==> src/rtl/trk_pkg.sv <==
package trk_pkg;

    typedef enum logic [1:0] {
        WIN_HOLD  = 2'b00,
        WIN_RISE  = 2'b01,
        WIN_FALL  = 2'b10,
        WIN_FAULT = 2'b11
    } win_t;

    typedef struct packed {
        win_t win;
        logic clr;
    } ctl_t;

    function automatic win_t classify(input logic above, input logic below);
        case ({below, above})
            2'b00:   return WIN_HOLD;
            2'b01:   return WIN_RISE;
            2'b10:   return WIN_FALL;
            default: return WIN_FAULT;
        endcase
    endfunction

endpackage

==> src/rtl/trk_window_decode.sv <==
module trk_window_decode
    import trk_pkg::*;
(
    input  logic clk,
    input  logic rst,
    input  logic above,
    input  logic below,
    input  logic rd_clr,
    output ctl_t ctl,
    output logic ready
);

    always_comb begin
        ctl.win = classify(above, below);
        ctl.clr = rd_clr;
    end

    always_ff @(posedge clk) begin
        if (rst) ready <= 1'b0;
        else     ready <= (ctl.win == WIN_HOLD);
    end

    a_r5_fault_not_ready: assert property (@(posedge clk) disable iff (rst)
        (above && below) |=> !ready);

endmodule

==> src/rtl/trk_step_counter.sv <==
module trk_step_counter
    import trk_pkg::*;
#(
    parameter int N = 12
) (
    input  logic         clk,
    input  logic         rst,
    input  win_t         win,
    output logic [N-1:0] code,
    output logic         moved
);

    localparam logic [N-1:0] TOP = {N{1'b1}};
    localparam logic [N-1:0] ONE = {{(N-1){1'b0}}, 1'b1};

    logic [N-1:0] code_nx;

    always_comb begin
        code_nx = code;
        if (win == WIN_RISE && code != TOP) code_nx = code + ONE;
        if (win == WIN_FALL && code != '0)  code_nx = code - ONE;
        moved = (code_nx != code);
    end

    always_ff @(posedge clk) begin
        if (rst) code <= '0;
        else     code <= code_nx;
    end

    a_r7_single_step: assert property (@(posedge clk) disable iff (rst)
        !$past(rst) |-> (code == $past(code) || code == $past(code) + ONE
                         || code == $past(code) - ONE));

    a_r6_no_wrap_top: assert property (@(posedge clk) disable iff (rst)
        (code == TOP && win == WIN_RISE) |=> code == TOP);

    a_r6_no_wrap_zero: assert property (@(posedge clk) disable iff (rst)
        (code == '0 && win == WIN_FALL) |=> code == '0);

endmodule

==> src/rtl/trk_change_flag.sv <==
module trk_change_flag #(
    parameter int N = 12
) (
    input  logic         clk,
    input  logic         rst,
    input  logic         moved,
    input  logic         clr,
    input  logic [N-1:0] code,
    output logic         changed
);

    always_ff @(posedge clk) begin
        if (rst)        changed <= 1'b0;
        else if (moved) changed <= 1'b1;
        else if (clr)   changed <= 1'b0;
    end

    a_r8_flag_on_move: assert property (@(posedge clk) disable iff (rst)
        (!$past(rst) && code != $past(code)) |-> changed);

    a_r10_sticky: assert property (@(posedge clk) disable iff (rst)
        (changed && !clr) |=> changed);

endmodule

==> src/rtl/trk_adc_ctrl.sv <==
module trk_adc_ctrl
    import trk_pkg::*;
#(
    parameter int N = 12
) (
    input  logic         clk,
    input  logic         rst,
    input  logic         cmp_up,
    input  logic         cmp_dn,
    input  logic         rd_clr,
    output logic [N-1:0] code,
    output logic         ready,
    output logic         changed
);

    ctl_t ctl;
    logic moved;

    trk_window_decode u_dec (
        .clk(clk), .rst(rst), .above(cmp_up), .below(cmp_dn),
        .rd_clr(rd_clr), .ctl(ctl), .ready(ready)
    );

    trk_step_counter #(.N(N)) u_cnt (
        .clk(clk), .rst(rst), .win(ctl.win), .code(code), .moved(moved)
    );

    trk_change_flag #(.N(N)) u_flg (
        .clk(clk), .rst(rst), .moved(moved), .clr(ctl.clr),
        .code(code), .changed(changed)
    );

    a_r4_hold_inside: assert property (@(posedge clk) disable iff (rst)
        (!cmp_up && !cmp_dn) |=> (ready && $stable(code)));

    a_r5_fault_hold: assert property (@(posedge clk) disable iff (rst)
        (cmp_up && cmp_dn) |=> $stable(code));

    a_r9_clear_quiet: assert property (@(posedge clk) disable iff (rst)
        (rd_clr && !cmp_up && !cmp_dn) |=> !changed);

endmodule

==> config.mk <==
export PLATFORM = sky130hd
export DESIGN_NAME = trk_adc_ctrl
export DESIGN_NICKNAME = d
export VERILOG_FILES = /design/src/rtl/trk_pkg.sv /design/src/rtl/trk_window_decode.sv /design/src/rtl/trk_step_counter.sv /design/src/rtl/trk_change_flag.sv /design/src/rtl/trk_adc_ctrl.sv
export SDC_FILE = /design/constraint.sdc
export NUM_CORES = 1
export LEC_CHECK = 0
export BUFFER_PORTS_ARGS = -buffer_cell sky130_fd_sc_hd__buf_2
export CAP_MARGIN = 5
export CORE_MARGIN = 2
export CORE_UTILIZATION = 58
export CTS_BUF_LIST = sky130_fd_sc_hd__clkbuf_8 sky130_fd_sc_hd__clkbuf_16
export DETAILED_ROUTE_END_ITERATION = 12
export PLACE_DENSITY = 0.9
export REMOVE_ABC_BUFFERS = 1
export SLEW_MARGIN = 25
export SYNTH_ARGS = -nofsm -noshare
export SYNTH_HDL_FRONTEND = slang
export SYNTH_SLANG_ARGS = --single-unit
==> constraint.sdc <==
create_clock -name clk -period 3.1 [get_ports clk]
set_clock_uncertainty 0.05 [all_clocks]
set_input_delay 0.62 -clock clk [delete_from_list [all_inputs] [get_ports clk]]
set_output_delay 0.62 -clock clk [all_outputs]
set_load 0.05 [all_outputs]
== After elaboration in Yosys (flattened, before gate mapping) ==
Cells that the tools add are included.
Storage, ports and cells
  bits in registers: 14
  logic and storage cells: 22
  output and inout bits: 14
  input bits: 5
Cells by class
  reductions and logical operators: 6
  mux-type cells: 5
  equality and inequality tests: 6
  $add $sub $neg: 2
Operators with widths (number)
  2-to-1 mux 12 bit: 2
  adder 12 x 1 -> 12 bit, second input constant: 1
  inequality test 12 bit: 1
  inequality test 12 bit, second input constant: 1
  nonzero test 12 bit: 1
  subtractor 12 x 1 -> 12 bit, second input constant: 1
  one-hot mux 2 bit (3 select lines): 1
  == test 2 x 1 -> 1 bit, second input constant: 2
  == test 2 bit, second input constant: 2
  zero test 2 bit: 2
  logical AND 1 bit: 2
  2-to-1 mux 1 bit: 2
  nonzero test 2 bit: 1

== Longest topological paths before layout ==
Gate-level depths: netlist of run 1.
  word-level depth: 8
  mapped depth: 6
  depth with buffers taken out: 6

== By module ==
From an unflattened synthesis of run 1, not the netlist that was laid out.
Second synthesis, totals
  cell total of the unflattened synthesis: 119
  area, all modules: 1009.7 um^2
By module, submodules not included
  trk_step_counter: times used 1, cells each 110, area an instance 925.9 um^2, seq. area each 240.2 um^2
  trk_window_decode: times used 1, cells each 5, area an instance 45.0 um^2, seq. area each 20.0 um^2
  trk_change_flag: times used 1, cells each 4, area an instance 38.8 um^2, seq. area each 20.0 um^2

== Worst setup path after synthesis of run 1 ==
No wires, ideal clock.
  path kind: reg-to-reg
  start point: register u_cnt.code[0]
  end point: register u_cnt.code[2]
  required time: 2.929 ns
  arrival: 1.979 ns
  buffers on the path: 0
  cell stages (with the launch flop): 7
  path slack: 0.950 ns
  library setup time: 0.121 ns
  cell sequence: dfxtp_1 > inv_1 > ha_1 > nor3b_1 > a41oi_2 > a22oi_1 > mux2_2
Between the ends
  cells in the longest elaborated chain, start to end: 4
RTL lines
  start, declared: line trk_step_counter.sv:9  | output logic [N-1:0] code,
  start signal, assigned: line trk_step_counter.sv:27  | else code <= code_nx;
  branches (longest 3 deep; another with adder 12 x 1 -> 12 bit)
  2-to-1 mux 12 bit (*): line trk_step_counter.sv:21  | if (win == WIN_FALL && code != '0) code_nx = code - ONE;
Every way passes the cells marked *.
A chain may end at the register's enable or synchronous reset.

== Worst setup path after layout of run 1 ==
Same ends and word-level chain as after synthesis.

==> impl_metrics.csv, run 1 <==
group,metric,value,unit
status,status,"complete, no violations",
synthesis,syn_inst,124,
routing,avgViaCountPerCell,6.40,
layout,final_cell_mix,"buf_2, nor2_1, dfxtp_1",
clock_tree,cts_tree,"built",
worst_hold_path,hp-class,"flop to flop",
routing,drt-initial-drc-count,17,
sta,rsz0062_at_grt,"false",
die,floorplan.initialDensity,60.4,%
job,cap_viol_max_count,0,
layout,nets,148,
sta,fin_crit_sh,70.1,%
sta,setup_viol,0,
synthesis,ys_seq_area_share,27.5,%
sta,fin_setup_tns,0,ps
grt,antenna_found_initial,0,
layout,n_antenna_cell,0,
routing,drt_wl_total,2240,µm
setup_path,critPathKind,"flop to flop",
synthesis,syn_avg_cell_area,8.22,µm²
clock_tree,hold_buffers,0,
placement,numPortBuffers,18,
synthesis,ys.flop_type,"dfxtp_1",
sta,slew_headroom,63.9,%
grt,grt_pass1_wl,3710,µm
power,p_total,1240,µW
die,core,0.00169,mm²
synthesis,ys_types,38,
clock_tree,clkSinkCount,14,
setup_path,path_max_fanout,7,
sta,setup_ws,928,ps
grt,grtUsageTotal,24.4,%
grt,grt_overflow_total,0,
synthesis,ys_warn_count,0,
routing,first_pass_iters,4,
clock_tree,cts-root-buf,"clkbuf_8",
die,rows,15,
grt,grt_start_max_net_pins,24,
die,ios,19,
die,die_area,0.00211,mm²
die,dieWidth,45.9,µm
setup_path,start_kind,"flop",
placement,place_ws,922,ps
synthesis,synth_edf_count,0,
synthesis,yosys_register_bits,14,
sta,tightest_slew,539,ps
layout,drive_gt1_share,26.6,%
placement,place_congestion,1.01,
clock_tree,cts_max_path_buffers,2,
power,p_per_area,1080,mW/mm²
routing,detail-route-antenna-nets,0,
die,die_y,45.9,µm
power,max-vdd-ir-drop,0.000563,V
grt,grt_pass1_vias,857,
clock_tree,postCtsSetupRepairBufs,0,
setup_path,arrival,2260,ps
clock_tree,clk_latency,250,ps
synthesis,synthesis.area,0.00102,mm²
setup_path,crit_path_end_kind,"flop",
setup_path,worst_ep_required_time,3180,ps
clock_tree,h-tree-depth,1,
synthesis,async_flop_share,0,%
clock_tree,path_clk_slew,60,ps
clock_tree,cts_made_buffers,3,
layout,final_common_cell,"buf_2",
placement,dp.final_hpwl,1710,µm
power,p_leak,0.000482,µW
clock_tree,cts-resized-gates,0,
routing,drc,0,
sta,fin_crit,2170,ps
routing,vias,998,
layout,area_delta_synth_final,12.8,%
sta,fmaxAchievable,460,MHz
placement,dpl_cell_area,0.00111,mm²
layout,final_cell_area,0.00115,mm²
layout,final.fill_count,140,
sta,hold_viol_final,0,
sta,finalMaxSlewViolations,0,
routing,avgRoutedWirePerCell,14.4,µm
-- kinds of logic (layout without fill, tap and decap cells) --
| group | after synthesis | after routing | share of synthesized area (%) |
|---|---|---|---|
| AND/OR/NAND/NOR | 63 | 63 | 36.2 |
| AO/OA/AOI/OAI | 22 | 22 | 18.2 |
| flip-flops | 14 | 14 | 27.5 |
| buffers and inverters | 13 | 28 | 4.79 |
| multiplexers | 10 | 10 | 10.9 |
| adder cells (fa/ha/maj) | 2 | 2 | 2.45 |
-- path summary, 6_finish.rpt --
kind	start	end	slack [ps]	depth (start not counted)
min reg2reg	u_flg.changed$_SDFFE_PP0P_	u_flg.changed$_SDFFE_PP0P_	420	2
min	u_flg.changed$_SDFFE_PP0P_	u_flg.changed$_SDFFE_PP0P_	420	2
max reg2reg	u_cnt.code[0]$_SDFF_PP0_	u_cnt.code[2]$_SDFF_PP0_	930	6
max	u_cnt.code[0]$_SDFF_PP0_	u_cnt.code[2]$_SDFF_PP0_	930	6
-- state kept, by name, summed over array words and instances, names as in the netlist --
register and count:
u_cnt.code 12, u_dec.ready 1, u_flg.changed 1
-- synthesized netlist by cell type, types with 2 or more instances --
cell type | n | area share, %
a21oi_1 | 5 | 2.5
a22oi_1 | 3 | 2.2
a311oi_2 | 2 | 2.9
a32oi_1 | 4 | 3.4
and3_1 | 3 | 1.8
and4_1 | 3 | 2.6
clkbuf_1 | 6 | 2.2
dfxtp_1 | 14 | 27
ha_1 | 2 | 2.5
inv_1 | 7 | 2.6
mux2_1 | 2 | 2.2
mux2_2 | 7 | 7.7
nand2_1 | 3 | 1.1
nand2b_1 | 2 | 1.2
nand4_1 | 3 | 1.8
nor2_1 | 16 | 5.9
nor2b_1 | 7 | 4.3
nor3_1 | 9 | 4.4
nor4_1 | 4 | 2.5
or3_1 | 3 | 1.8
or3b_2 | 2 | 1.7
-- worst max-delay path: stages, from the launching register on --
cell     delay [ps]
dfxtp_1         350
inv_1           110
ha_1            270
nor3b_1         380
a41oi_2         280
a22oi_1         260
mux2_2          360
-- area by class of cell --
type / instances / area, µm² / area share, %
tap: 17 / 21.3 / 1.85
sequential: 14 / 280 / 24.4
inverter: 7 / 26.3 / 2.29
timing repair buffer: 18 / 90.1 / 7.83
multi-input combinational: 97 / 691 / 60.1
clock buffer: 3 / 41.3 / 3.59
-- metal layers --
layer	global-route usage [%]	part of all wire (%)	up-vias	routed length [µm]
li1	-	-	499	-
met1	31.4	45	463	1000
met2	38.6	48	30	1070
met5	0	0	-	0
met3	4.76	5.1	6	114
met4	11.4	2.4	0	53
-- power by group --
part	internal [µW]	total, µW	switching [µW]
Sequential	239	349	111
Clock	86.1	150	64.0
Combinational	263	744	481
-- metrics by stage --
step           util (%)  std cells  hold slack (ps)
2_1_floorplan         -        118              638
3_3_place_gp       65.6        153              407
3_5_place_dp       65.6        153              417
4_1_cts            68.1        156              425
5_1_grt            68.1        156              457
6_report           68.1        156              419
No activity file was read; power rests on OpenSTA's default activity.
==> inputs of run 2 (changes only) <==
--- a/config.mk
+++ b/config.mk
@@ -5,13 +5,14 @@
 export SDC_FILE = /design/constraint.sdc
 export NUM_CORES = 1
 export LEC_CHECK = 0
+export ABC_AREA = 1
 export BUFFER_PORTS_ARGS = -buffer_cell sky130_fd_sc_hd__buf_2
 export CAP_MARGIN = 5
 export CORE_MARGIN = 2
-export CORE_UTILIZATION = 58
+export CORE_UTILIZATION = 49
 export CTS_BUF_LIST = sky130_fd_sc_hd__clkbuf_8 sky130_fd_sc_hd__clkbuf_16
 export DETAILED_ROUTE_END_ITERATION = 12
-export PLACE_DENSITY = 0.9
+export PLACE_DENSITY = 0.81
 export REMOVE_ABC_BUFFERS = 1
 export SLEW_MARGIN = 25
 export SYNTH_ARGS = -nofsm -noshare
==> constraint.sdc (replaced) <==
create_clock -name clk -period 1.81 [get_ports clk]
set_clock_uncertainty 0.05 [all_clocks]
set_input_delay 0.362 -clock clk [delete_from_list [all_inputs] [get_ports clk]]
set_output_delay 0.362 -clock clk [all_outputs]
set_load 0.05 [all_outputs]
==> impl_metrics.csv, run 2 <==
group,metric,value,unit
status,status,"complete, no violations",
synthesis,yosys.area_share.simple,52.8,%
clock_tree,h-tree-depth,1,
sta,tightest_slew,354,ps
placement,dpl_cell_area,0.00121,mm²
worst_hold_path,hold_path.startpoint,"cmp_dn",
grt,grt_overflow_total,0,
die,die_y,51.1,µm
grt,grt_pass1_wl,4770,µm
routing,drt_wl_total,2730,µm
die,rows,17,
routing,avgRoutedWirePerCell,11.8,µm
setup_path,worst_ep_required_time,1910,ps
sta,finalMaxSlewViolations,0,
clock_tree,postCtsSetupRepairBufs,0,
synthesis,ys.flop_type,"dfxtp_1",
synthesis,synthTopCellsByArea,"dfxtp_1, nand2_1, nor2_1",
sta,fin_crit_sh,90.0,%
synthesis,synth_fa_ha_area_share,2.30,%
setup_path,arrival,1720,ps
job,cap_viol_max_count,0,
routing,first_pass_iters,4,
die,core,0.00215,mm²
power,max-vdd-ir-drop,0.000604,V
synthesis,synth_edf_count,0,
sta,fin_crit,1630,ps
synthesis,ys_seq_area_share,25.7,%
placement,dp.final_hpwl,1970,µm
clock_tree,cts_made_buffers,3,
synthesis,synthesis.area,0.00109,mm²
placement,numPortBuffers,18,
layout,final_core_util,59.0,%
setup_path,r2r_start,"u_cnt.code[0]$_SDFF_PP0_",
routing,detail-route-antenna-nets,0,
power,p_leak,0.000651,µW
setup_path,path_max_fanout,9,
clock_tree,cts-root-buf,"clkbuf_8",
routing,vias,1183,
routing,drt-initial-drc-count,47,
layout,final_cell_area,0.00127,mm²
layout,area_delta_synth_final,16.4,%
grt,antenna_found_initial,0,
synthesis,synth-compound-area-share,6.09,%
clock_tree,clkSinkCount,14,
die,dieWidth,51.1,µm
routing,avgViaCountPerCell,5.10,
layout,drive_gt1_share,20.6,%
synthesis,async_flop_share,0,%
synthesis,ys_warn_count,0,
layout,largest_reg_flops,12,
layout,n_antenna_cell,0,
routing,drc,0,
synthesis,synth_top_area_share,25.7,%
clock_tree,cts_tree,"built",
sta,fmaxAchievable,614,MHz
setup_path,critPathKind,"flop to flop",
sta,setup_viol,0,
power,p_per_area,1010,mW/mm²
worst_hold_path,hp-class,"primary input to flop",
synthesis,synthXorXnorAreaFrac,3.22,%
synthesis,synth_top_family_by_area,"simple AND/OR/NAND/NOR gates",
synthesis,synth_most_common_cell,"nand2_1",
sta,rsz0062_at_grt,"false",
synthesis,syn_inst,182,
clock_tree,path_clk_slew,60,ps
synthesis,yosys_register_bits,14,
synthesis,syn_avg_cell_area,5.98,µm²
synthesis,synthMuxAreaShare,0,%
sta,hold_viol_final,0,
setup_path,crit_start,"u_cnt.code[0]$_SDFF_PP0_",
die,floorplan.initialDensity,50.7,%
layout,final_common_cell,"nand2_1",
grt,grt_start_max_net_pins,10,
die,die_area,0.00261,mm²
layout,final_cell_mix,"nand2_1, nor2_1, inv_1",
sta,slew_headroom,76.3,%
setup_path,start_kind,"flop",
synthesis,yosysTopAreaCell,"dfxtp_1",
grt,grtUsageTotal,24.4,%
synthesis,ys_types,24,
grt,grt_pass1_vias,1064,
layout,reg_top3,"u_cnt.code x12, u_dec.ready x1, u_flg.changed x1",
layout,top_register,"u_cnt.code",
die,ios,19,
clock_tree,cts_max_path_buffers,2,
setup_path,crit_path_end_kind,"flop",
placement,place_congestion,0.955,
sta,hold_slack,233,ps
synthesis,ys_top_cells_by_count,"nand2_1, nor2_1, inv_1",
layout,nets,212,
clock_tree,clk_latency,250,ps
==> run 2: final cells by class <==
type / count / area [µm²]
repair buffers: 20 / 105
clock buffers: 4 / 55.1
multi-input cells: 143 / 701
fillers: 228 / 881
flip-flops and latches: 14 / 283
well taps: 28 / 35.0
inverters: 23 / 88.8
==> run 2: worst paths after layout <==
path              cells after the start                        end  slack (ps)
setup / recovery                     10   u_cnt.code[2]$_SDFF_PP0_         180
hold / removal                        2     u_dec.ready$_SDFF_PP0_         230
setup reg to reg                     10   u_cnt.code[2]$_SDFF_PP0_         180
hold reg to reg                       3  u_cnt.code[11]$_SDFF_PP0_         530
==> run 2: stage by stage <==
stage          power [µW]  instances  setup slack (ps)  TNS (ps)
2_1_floorplan         838        180             -87.4      -373
3_3_place_gp          961        228               180         0
3_5_place_dp          962        228               126         0
4_1_cts              1280        232               114         0
5_1_grt              1380        232              27.3         0
6_report             1290        232               182         0
==> run 2: worst max-delay path, stage by stage (launching register included) <==
cell     delay [ps]
dfxtp_2         380
inv_1           100
ha_1            230
nand2_2         110
nor2_2           50
nand2_1          60
nand2_2          70
nand2_2         180
nand2_1         100
a21oi_1         140
nor2_1           60
==> run 2: kinds of logic (layout without fill, tap and decap cells) <==
kind of cell    Yosys count  in the layout
buf+inv                  25             47
fa+ha+maj                 2              2
simple gates            124            124
flops                    14             14
xor+xnor                  4              4
compound gates           13             13
==> run 2: metal layers <==
metal  track usage, %  share of wire, %
met1             29.8                42
met2             41.8                50
met3             4.39               5.7
met4             10.4               1.4
met5                0                 0
==> run 2: timing repair <==
item / in CTS / in global routing
resized for setup: 0 / 2
hold buffers: 0 / 0
endpoints found under the setup margin: 0 / 6
==> run 2: power breakdown <==
part           total (µW)  leakage (µW)  switching (µW)  internal [µW]
clock network         314     0.0000288             121            193
logic                 556      0.000506             393            163
registers             416      0.000116            65.9            350
total                1290      0.000651             580            706
